### src/rtl/tlb_pkg.sv
package tlb_pkg;
  localparam int PERM_W = 3;
  localparam int PERM_R = 0;
  localparam int PERM_W_BIT = 1;
  localparam int PERM_X = 2;

  typedef enum logic [1:0] {
    ACC_READ  = 2'd0,
    ACC_WRITE = 2'd1,
    ACC_FETCH = 2'd2,
    ACC_RSVD  = 2'd3
  } acc_e;

  function automatic logic [PERM_W-1:0] need_perm(input logic [1:0] acc);
    logic [PERM_W-1:0] m;
    m = '0;
    case (acc)
      ACC_WRITE: m[PERM_W_BIT] = 1'b1;
      ACC_FETCH: m[PERM_X] = 1'b1;
      default:   m[PERM_R] = 1'b1;
    endcase
    return m;
  endfunction
endpackage

### src/rtl/tlb_cam_cell.sv
module tlb_cam_cell #(
  parameter int VPN_W     = 36,
  parameter int ASID_W    = 12,
  parameter int HUGE_BITS = 9
) (
  input  logic              valid_i,
  input  logic              huge_i,
  input  logic [ASID_W-1:0] asid_i,
  input  logic [VPN_W-1:0]  vpn_i,
  input  logic [ASID_W-1:0] cur_asid_i,
  input  logic [VPN_W-1:0]  lkp_vpn_i,
  output logic              match_o
);
  logic [VPN_W-1:0] cmp_mask;

  // large pages drop the low VPN bits from the compare
  assign cmp_mask = huge_i ? {{(VPN_W-HUGE_BITS){1'b1}}, {HUGE_BITS{1'b0}}} : '1;
  assign match_o  = valid_i && (asid_i == cur_asid_i) &&
                    (((vpn_i ^ lkp_vpn_i) & cmp_mask) == '0);
endmodule

### src/rtl/tlb_victim_sel.sv
module tlb_victim_sel #(
  parameter int ENTRIES = 16,
  localparam int IDX_W  = $clog2(ENTRIES)
) (
  input  logic [ENTRIES-1:0] valid_i,
  input  logic [IDX_W-1:0]   rr_i,
  output logic [IDX_W-1:0]   victim_o,
  output logic               full_o
);
  assign full_o = &valid_i;

  always_comb begin
    victim_o = rr_i;
    for (int i = ENTRIES - 1; i >= 0; i--) begin
      if (!valid_i[i]) victim_o = IDX_W'(i);
    end
  end
endmodule

### src/rtl/asid_tlb.sv
module asid_tlb
  import tlb_pkg::*;
#(
  parameter int ENTRIES  = 16,
  parameter int VPN_W    = 36,
  parameter int PFN_W    = 28,
  parameter int ASID_W   = 12,
  parameter int PAGE_OFS = 12,
  parameter int HUGE_OFS = 21,
  localparam int IDX_W     = $clog2(ENTRIES),
  localparam int HUGE_BITS = HUGE_OFS - PAGE_OFS
) (
  input  logic              clk_i,
  input  logic              rst_ni,
  input  logic              ctx_we_i,
  input  logic [ASID_W-1:0] ctx_asid_i,
  input  logic              lookup_req_i,
  input  logic [VPN_W-1:0]  lookup_vpn_i,
  input  logic [1:0]        lookup_acc_i,
  output logic              hit_o,
  output logic              miss_o,
  output logic              fault_o,
  output logic [PFN_W-1:0]  pfn_o,
  output logic [PERM_W-1:0] perm_o,
  input  logic              fill_i,
  input  logic [VPN_W-1:0]  fill_vpn_i,
  input  logic [PFN_W-1:0]  fill_pfn_i,
  input  logic              fill_huge_i,
  input  logic [PERM_W-1:0] fill_perm_i,
  input  logic              flush_all_i,
  input  logic              flush_asid_i,
  input  logic [ASID_W-1:0] flush_asid_id_i
);
  logic [ENTRIES-1:0] valid_q, valid_n, match;
  logic [ASID_W-1:0]  e_asid [ENTRIES];
  logic [VPN_W-1:0]   e_vpn  [ENTRIES];
  logic [PFN_W-1:0]   e_pfn  [ENTRIES];
  logic [PERM_W-1:0]  e_perm [ENTRIES];
  logic [ENTRIES-1:0] e_huge;
  logic [ASID_W-1:0]  cur_asid_q;
  logic [IDX_W-1:0]   rr_q, victim, sel;
  logic               full, any_match, allowed;
  logic [PERM_W-1:0]  need;

  for (genvar g = 0; g < ENTRIES; g++) begin : g_cell
    tlb_cam_cell #(.VPN_W(VPN_W), .ASID_W(ASID_W), .HUGE_BITS(HUGE_BITS)) u_cell (
      .valid_i    (valid_q[g]),
      .huge_i     (e_huge[g]),
      .asid_i     (e_asid[g]),
      .vpn_i      (e_vpn[g]),
      .cur_asid_i (cur_asid_q),
      .lkp_vpn_i  (lookup_vpn_i),
      .match_o    (match[g])
    );
  end

  tlb_victim_sel #(.ENTRIES(ENTRIES)) u_victim (
    .valid_i  (valid_q),
    .rr_i     (rr_q),
    .victim_o (victim),
    .full_o   (full)
  );

  // lowest index wins if entries overlap
  always_comb begin
    sel = '0;
    for (int i = ENTRIES - 1; i >= 0; i--) begin
      if (match[i]) sel = IDX_W'(i);
    end
  end

  assign any_match = |match;
  assign need      = need_perm(lookup_acc_i);
  assign allowed   = (e_perm[sel] & need) == need;
  assign hit_o     = lookup_req_i && any_match && allowed;
  assign fault_o   = lookup_req_i && any_match && !allowed;
  assign miss_o    = lookup_req_i && !any_match;
  assign perm_o    = any_match ? e_perm[sel] : '0;
  assign pfn_o     = !any_match ? '0 :
                     e_huge[sel] ? {e_pfn[sel][PFN_W-1:HUGE_BITS], lookup_vpn_i[HUGE_BITS-1:0]}
                                 : e_pfn[sel];

  // fill first, then flush filters the result (flush wins)
  always_comb begin
    valid_n = valid_q;
    if (fill_i) valid_n[victim] = 1'b1;
    for (int i = 0; i < ENTRIES; i++) begin
      logic [ASID_W-1:0] a;
      a = (fill_i && victim == IDX_W'(i)) ? cur_asid_q : e_asid[i];
      if (flush_all_i || (flush_asid_i && a == flush_asid_id_i)) valid_n[i] = 1'b0;
    end
  end

  always_ff @(posedge clk_i or negedge rst_ni) begin
    if (!rst_ni) begin
      valid_q    <= '0;
      e_huge     <= '0;
      rr_q       <= '0;
      cur_asid_q <= '0;
      for (int i = 0; i < ENTRIES; i++) begin
        e_asid[i] <= '0;
        e_vpn[i]  <= '0;
        e_pfn[i]  <= '0;
        e_perm[i] <= '0;
      end
    end else begin
      valid_q <= valid_n;
      if (ctx_we_i) cur_asid_q <= ctx_asid_i;
      if (fill_i) begin
        e_asid[victim] <= cur_asid_q;
        e_vpn[victim]  <= fill_vpn_i;
        e_pfn[victim]  <= fill_pfn_i;
        e_perm[victim] <= fill_perm_i;
        e_huge[victim] <= fill_huge_i;
        if (full) rr_q <= rr_q + 1'b1;
      end
    end
  end

  assert_outcome_one_R3: assert property (@(posedge clk_i) disable iff (!rst_ni)
    lookup_req_i |-> $countones({hit_o, miss_o, fault_o}) == 1);

  assert_idle_quiet_R3: assert property (@(posedge clk_i) disable iff (!rst_ni)
    !lookup_req_i |-> !(hit_o || miss_o || fault_o));

  assert_ctx_keeps_R2: assert property (@(posedge clk_i) disable iff (!rst_ni)
    (ctx_we_i && !fill_i && !flush_all_i && !flush_asid_i) |=> valid_q == $past(valid_q));

  assert_flush_all_R6: assert property (@(posedge clk_i) disable iff (!rst_ni)
    flush_all_i |=> valid_q == '0);

  assert_fill_adds_R9: assert property (@(posedge clk_i) disable iff (!rst_ni)
    (fill_i && !(&valid_q) && !flush_all_i && !flush_asid_i)
      |=> $countones(valid_q) == $countones($past(valid_q)) + 1);

  assert_rr_step_R7: assert property (@(posedge clk_i) disable iff (!rst_ni)
    (fill_i && (&valid_q)) |=> rr_q == IDX_W'($past(rr_q) + 1'b1));
endmodule

### config.mk
export PLATFORM = sky130hd
export DESIGN_NAME = asid_tlb
export DESIGN_NICKNAME = d
export VERILOG_FILES = /design/src/rtl/tlb_pkg.sv /design/src/rtl/tlb_cam_cell.sv /design/src/rtl/tlb_victim_sel.sv /design/src/rtl/asid_tlb.sv
export SDC_FILE = /design/constraint.sdc
export NUM_CORES = 2
export LEC_CHECK = 0
export ABC_CLOCK_PERIOD_IN_PS = 10200
export CORE_UTILIZATION = 45
export CTS_BUF_LIST = sky130_fd_sc_hd__clkbuf_4 sky130_fd_sc_hd__clkbuf_8 sky130_fd_sc_hd__clkbuf_16
export DETAILED_ROUTE_END_ITERATION = 7
export GPL_TIMING_DRIVEN = 0
export SYNTH_ARGS = -nofsm -noshare
export SYNTH_HDL_FRONTEND = slang
export SYNTH_SLANG_ARGS = --single-unit
### constraint.sdc
create_clock -name clk_i -period 10.2 [get_ports clk_i]
set_input_delay 1.53 -clock clk_i [delete_from_list [all_inputs] [get_ports clk_i]]
set_output_delay 1.53 -clock clk_i [all_outputs]
set_load 0.01 [all_outputs]
# Word level (Yosys, flattened, before mapping)
# Index checks and enable logic that the tools add are counted.
word_totals:
  regBits: 1312
  in_bits: 137
  out_inout_bits: 34
  elab_cells: 410
classes:
  n_addsub: 1
  order_cmp: 6
  n_eq_ne: 50
  muxes: 110
  bitwise_logic: 36
  reduce_logical: 124
op_table:
  columns: ["op", "count"]
  rows:
  - ["36-bit AND", 16]
  - ["576-bit bitwise mux", 1]
  - ["36-bit zero test", 16]
  - ["36-bit bitwise XOR", 16]
  - ["448-bit bitwise mux", 1]
  - ["12-bit equality test", 32]
  - ["12-bit 2-to-1 mux", 17]
  - ["192-bit bitwise mux", 1]
  - ["9-bit 2-to-1 mux", 17]
  - ["36-bit demux with 4-bit select", 1]
  - ["4-bit 2-to-1 mux", 32]
  - ["28-bit binary-select mux with 4-bit select", 1]
  - ["28-bit demux with 4-bit select", 1]
  - ["28-bit 2-to-1 mux", 4]
  - ["1-bit logical AND", 70]
  - ["48-bit bitwise mux", 1]
  - ["12-bit demux with 4-bit select", 1]
  - ["36-bit 2-to-1 mux", 1]
  - ["4-bit equality test (second input constant)", 8]
  - ["2-bit nonzero test", 16]
  - ["1-bit 2-to-1 mux", 21]
  - ["17-bit AND reduction", 1]
  - ["16-bit bitwise mux", 1]
  - ["4-bit by 3-bit equality test with 1-bit output (second input constant)", 4]
  - ["other kinds (24)", 47]

# Logic depth before layout (Yosys ltp)
depth:
  word_depth: 28
  mapped_depth: 18
  depth_no_buf: 13

# By module
# From an unflattened synthesis, not the netlist that was laid out.
unflattened:
  cells_unflattened: 5203
  area_unflattened_um2: 64795.9
by_module_without_submodules:
  columns: ["module", "n_inst", "cells_each", "area_each_um2", "seq_area_each_um2"]
  rows:
  - ["asid_tlb", 1, 4113, 56125.1, 32831.5]
  - ["tlb_cam_cell", 16, 66, 529.3, 0.0]
  - ["tlb_victim_sel", 1, 34, 202.7, 0.0]

# Least setup slack after synthesis
# No wires, ideal clock.
synth_path:
  kind: "input to output"
  from: "input port lookup_vpn_i[33]"
  to: "output port fault_o"
  t_arrival_ps: 4926
  required_time_ps: 8670
  slack_ps: 3744
  path_stages: 14
  path_buffers: 3
  cell_sequence: "buf_2 buf_4 o2111ai_1 or4_1 or4_1 o2111a_1 a21oi_1 buf_2 mux4_2 mux2i_1 mux2i_1 nand2b_1 and3_1 a21oi_1"
synth_between:
  elab_chain_cells: 28
  word_cells_on_any_way: 90
  classes_between: "eq/ne (1); mux (19); bitwise (34); reduce/logical (36)"
synth_rtl:
  columns: ["element", "line", "text"]
  rows:
  - ["start, declared", "asid_tlb.sv:18", "input logic [VPN_W-1:0] lookup_vpn_i,"]
  - ["36-bit bitwise XOR", "tlb_cam_cell.sv:19", "(((vpn_i ^ lkp_vpn_i) & cmp_mask) == '0);"]
  - ["36-bit AND", "tlb_cam_cell.sv:19", null]
  - ["36-bit zero test", "tlb_cam_cell.sv:19", null]
  - ["1-bit logical AND", "tlb_cam_cell.sv:18", "assign match_o = valid_i && (asid_i == cur_asid_i) &&"]
  - ["4-bit 2-to-1 mux (16 in a row)", "asid_tlb.sv:68", "if (match[i]) sel = IDX_W'(i);"]
  - ["4-bit NOT with 5-bit output (not written as such)", "asid_tlb.sv:74", "assign allowed = (e_perm[sel] & need) == need;"]
  - ["3-bit binary-select mux with 4-bit select", "asid_tlb.sv:74", null]
  - ["3-bit 2-to-1 mux (not written as such) (2 in a row)", "asid_tlb.sv:74", null]
  - ["3-bit AND", "asid_tlb.sv:74", null]
  - ["3-bit equality test", "asid_tlb.sv:74", null]
  - ["1-bit zero test", "asid_tlb.sv:76", "assign fault_o = lookup_req_i && any_match && !allowed;"]
  - ["1-bit logical AND (*)", "asid_tlb.sv:76", null]
  - ["end, declared", "asid_tlb.sv:22", "output logic fault_o,"]
# Every way passes the cells marked *; elsewhere a longest branch is shown, timed or not. The select of a mux whose other input is x is not followed.

# Worst setup path in the final report
layout_path:
  from: "input port lookup_vpn_i[28]"
  to: "output port pfn_o[25]"
layout_between:
  elab_chain_cells: 25
  word_cells_on_any_way: 86
  classes_between: "mux (20); bitwise (33); reduce/logical (33)"
layout_rtl:
  columns: ["element", "line", "text"]
  rows:
  - ["36-bit bitwise XOR", "tlb_cam_cell.sv:19", null]
  - ["36-bit AND", "tlb_cam_cell.sv:19", null]
  - ["36-bit zero test", "tlb_cam_cell.sv:19", null]
  - ["1-bit logical AND", "tlb_cam_cell.sv:18", null]
  - ["4-bit 2-to-1 mux (16 in a row)", "asid_tlb.sv:68", null]
  - ["4-bit NOT with 5-bit output (not written as such)", "asid_tlb.sv:80, asid_tlb.sv:81", null]
  - ["28-bit binary-select mux with 4-bit select", "asid_tlb.sv:80, asid_tlb.sv:81", null]
  - ["28-bit 2-to-1 mux (not written as such) (2 in a row)", "asid_tlb.sv:80, asid_tlb.sv:81", null]
  - ["28-bit 2-to-1 mux (*)", "asid_tlb.sv:79", "assign pfn_o = !any_match ? '0 :"]
  - ["end, declared", "asid_tlb.sv:23", "output logic [PFN_W-1:0] pfn_o,"]
# Marks and branches as above.

==> impl_metrics.ini <==
[run_status]
status = finished, violations left
violations = capacitance limit, slew limit

[clock_tree]
cts_buffer_depth = 3
cts_hold_buf = 0
cts.htree.levels = 4
clock_insertion_delay_worst_skew_ns = 0.81
clkSlewWorstSetupHoldPaths_ns = 0.06
numCtsBuffers = 154
cts_tree = yes
cts_sinks = 1312
cts_setup_buffers = 0
cts-root-buf = clkbuf_16

[worst_setup_path]
critPathMaxFanout = 10
cp.buffers_inverters = 7
critPathLaunchType = primary input
cp.required_ns = 8.67
end_kind = output pin
crit_chain = clkdlybuf4s50_1 -> buf_2 -> buf_4 -> xnor2_1 -> nand4_1 -> nor4_1 -> and4_1 -> nor2_1 -> a2111oi_0 -> o21bai_2 -> inv_2 -> buf_2 -> clkbuf_2 -> a211oi_1 -> a31oi_1 -> a21oi_1 -> a221oi_1 -> clkdlybuf4s50_1
slowest_stage = clkdlybuf4s50_1
path_class = in -> out
crit_family = buffers and inverters
max_stage_delay_ns = 0.66
crit_arrival_ns = 8.67

[synth]
synth_cell_types = 89
synth_top_area_share_pct = 47.7
synthesis.nets = 5988
ys_warn_count = 0
synth-edff-count = 0
yosys-top-cells-area = dfrtp_1, mux2_2, xnor2_1
syn-cell-area_um2 = 68800
async_flop_share_pct = 100
synth_cells = 5848
ys_ff_latch = 1312
syn-mean-instance-area_um2 = 11.8
ys_seq_area_share_pct = 47.7
synthFlopType = dfrtp_1
synth.largest_area_cell = dfrtp_1

[routing]
first_iter_violations = 6159
ant_nets = 0
num_vias = 52792
drt_wl_total_mm = 306
wl_per_cell_um = 36.8
via_per_inst = 6.35
drcViolationCount = 0
first_pass_iters = 6

[sta]
final.setup_skew_ns = 0.0462
relSlewSlack_pct = -7.29
setup-violations-final = 0
worst_slew_pin_slew_ns = 1.61
fmax_ghz = 0.0981
hold_viol_final = 0
post-route-period-util_pct = 100
drv_slew = 100
rsz0062_at_grt = yes
period_minus_slack_ns = 10.20

[power_and_ir_drop]
switching_share_pct = 28.5
share_comb_of_total_power_pct = 13.7
irDropWorstVdd_uv = 127
power_switching_w = 0.00376
power_frac_seq_pct = 42.6
p_clk_share_pct = 43.7
powerDensity_nw_per_um2 = 168
intPower_w = 0.00943
leakage_nw = 34.5

[layout]
instances_no_fill = 8311
register_area_um2 = 32800
synthToLayoutAreaGrowth_pct = 14.0
final_core_util_pct = 51.6
layout.nets = 6295
layout-drive-gt1-share_pct = 27.3
fillers = 13558
multi_input_area_um2 = 33500

[global_routing]
grt_use_total_pct = 39.6
gr-total-overflow = 0
grt-busiest-layer = met1
use_met3_pct = 9.54
use_met2_pct = 55.6
grt_pass1_wl_mm = 420
antenna_found_initial = 34
grt_start_max_net_pins = 165
grt_util_met1_pct = 56.8
grt_pass1_vias = 51285

[placement]
gp_congestion = 1.06
dp_hpwl_mm = 220
dpl.cell_count = 8030
io_buffers = 135

[floorplanning]
start_util_pct = 45.3
num_rows = 143
dieArea_um2 = 154000
die_h_um = 393
die_width_um = 393
core_area_um2 = 152000
ios = 171

[worst_hold_path]
min_path_type = reg -> reg

[job]
max_cap_violations = 10
==> metrics by stage <==
stage / power, W / hold slack [ns] / area, um^2 / worst slack [ns] / setup TNS, ns
floorplan: 0.00660 / 0.434 / 68800 / 3.74 / 0
global placement: 0.00745 / 0.452 / 72700 / -55.01 / -
detailed placement: 0.00745 / 0.456 / 73100 / -0.275 / -1.18
CTS: 0.0132 / 0.467 / 78400 / 0.0137 / 0
global route: 0.0135 / 0.488 / 78400 / -0.00356 / -0.00356
finish: 0.0132 / 0.468 / 78400 / 0.00496 / 0
==> power by group through the flow <==
stage	registers, W	logic [W]	clock network (W)
global route	0.00565	0.00186	0.00601
floorplan	0.00565	0.000950	0
CTS	0.00561	0.00175	0.00580
finish	0.00562	0.00181	0.00576
global placement	0.00574	0.00171	0
detailed placement	0.00571	0.00175	0
==> what timing repair did <==
item	in CTS	in global routing
gates resized for setup	2	17
setup endpoints to repair	11	12
pin swaps	0	1
==> layer usage <==
| layer | share of wire, % | up-vias |
|---|---|---|
| met1 | 43 | 27875 |
| met5 | 0.016 | - |
| li1 | - | 21514 |
| met2 | 41 | 2757 |
| met4 | 5.6 | 8 |
| met3 | 10 | 638 |
==> state kept, by name (all words and copies together) (netlist names) <==
signal and flops:
e_vpn 576, e_pfn 448, e_asid 192, e_perm 48, e_huge 16, valid_q 16, cur_asid_q 12, rr_q 4
==> cell usage in the layout (no fill, tap or decap), types with 122 or more instances in the layout <==
master,instances
a211oi_1,142
clkbuf_1,236
clkbuf_16,154
clkdlybuf4s50_1,134
dfrtp_1,1312
mux2_2,1186
mux2i_1,165
nand2_1,393
nand4_1,284
nor4_1,122
xnor2_1,613
xor2_1,253
==> cell families (layout without fill, tap and decap cells) <==
group / Yosys count / in the layout / synth area share [%]
adder cells (fa/ha/maj): 3 / 3 / 0.0546
multiplexers: 1364 / 1364 / 22.1
flip-flops: 1312 / 1312 / 47.7
AO/OA/AOI/OAI: 490 / 490 / 5.23
XOR/XNOR: 872 / 872 / 11.2
buffers and inverters: 530 / 950 / 3.62
other: 0 / 13 / 0
AND/OR/NAND/NOR: 1277 / 1277 / 10.1
==> worst min-delay path: cells and delay by family, from the launching register on <==
| kind | cells | cell delay [ns] |
|---|---|---|
| AND/OR/NAND/NOR | 2 | 0.10 |
| flip-flops | 1 | 0.34 |
==> final cells by class <==
cell class	count	share of cell area (%)
diodes	13	0.0415
plain buffers	453	2.86
clock buffers	215	5.74
clock inverters	54	0.935
inverters	75	0.359
multi-input cells	4006	42.8
flip-flops and latches	1312	41.9
well taps	2030	3.24
repair buffers	153	2.22
==> worst paths after layout <==
path / startpoint / end / slack (ns) / depth (start not counted)
max: lookup_vpn_i[28] / pfn_o[25] / 0.005 / 18
min: e_pfn[92] / e_pfn[92] / 0.47 / 2
max reg2reg: valid_q[15] / e_pfn[377] / 4.28 / 13
min reg2reg: e_pfn[92] / e_pfn[92] / 0.47 / 2
max in group asynchronous: rst_ni / e_pfn[325] / 6.07 / 6
min in group asynchronous: rst_ni / e_vpn[272] / 0.60 / 1
==> cells in the mapped netlist, drive strengths merged, types with 25 or more instances <==
master  instances
and2           82
nand3          39
a211oi        142
nor4          126
nand2b        112
a21oi          50
a31oi          41
xnor2         619
o22ai          25
nand2         393
mux2i         165
clkbuf        264
dfrtp        1312
a221oi         49
nand4         284
mux2         1195
inv            73
or4            29
xor2          253
nor2           74
buf           191
nor3           50
o21ai          69
Note: power is estimated with default switching activity, not from simulation.
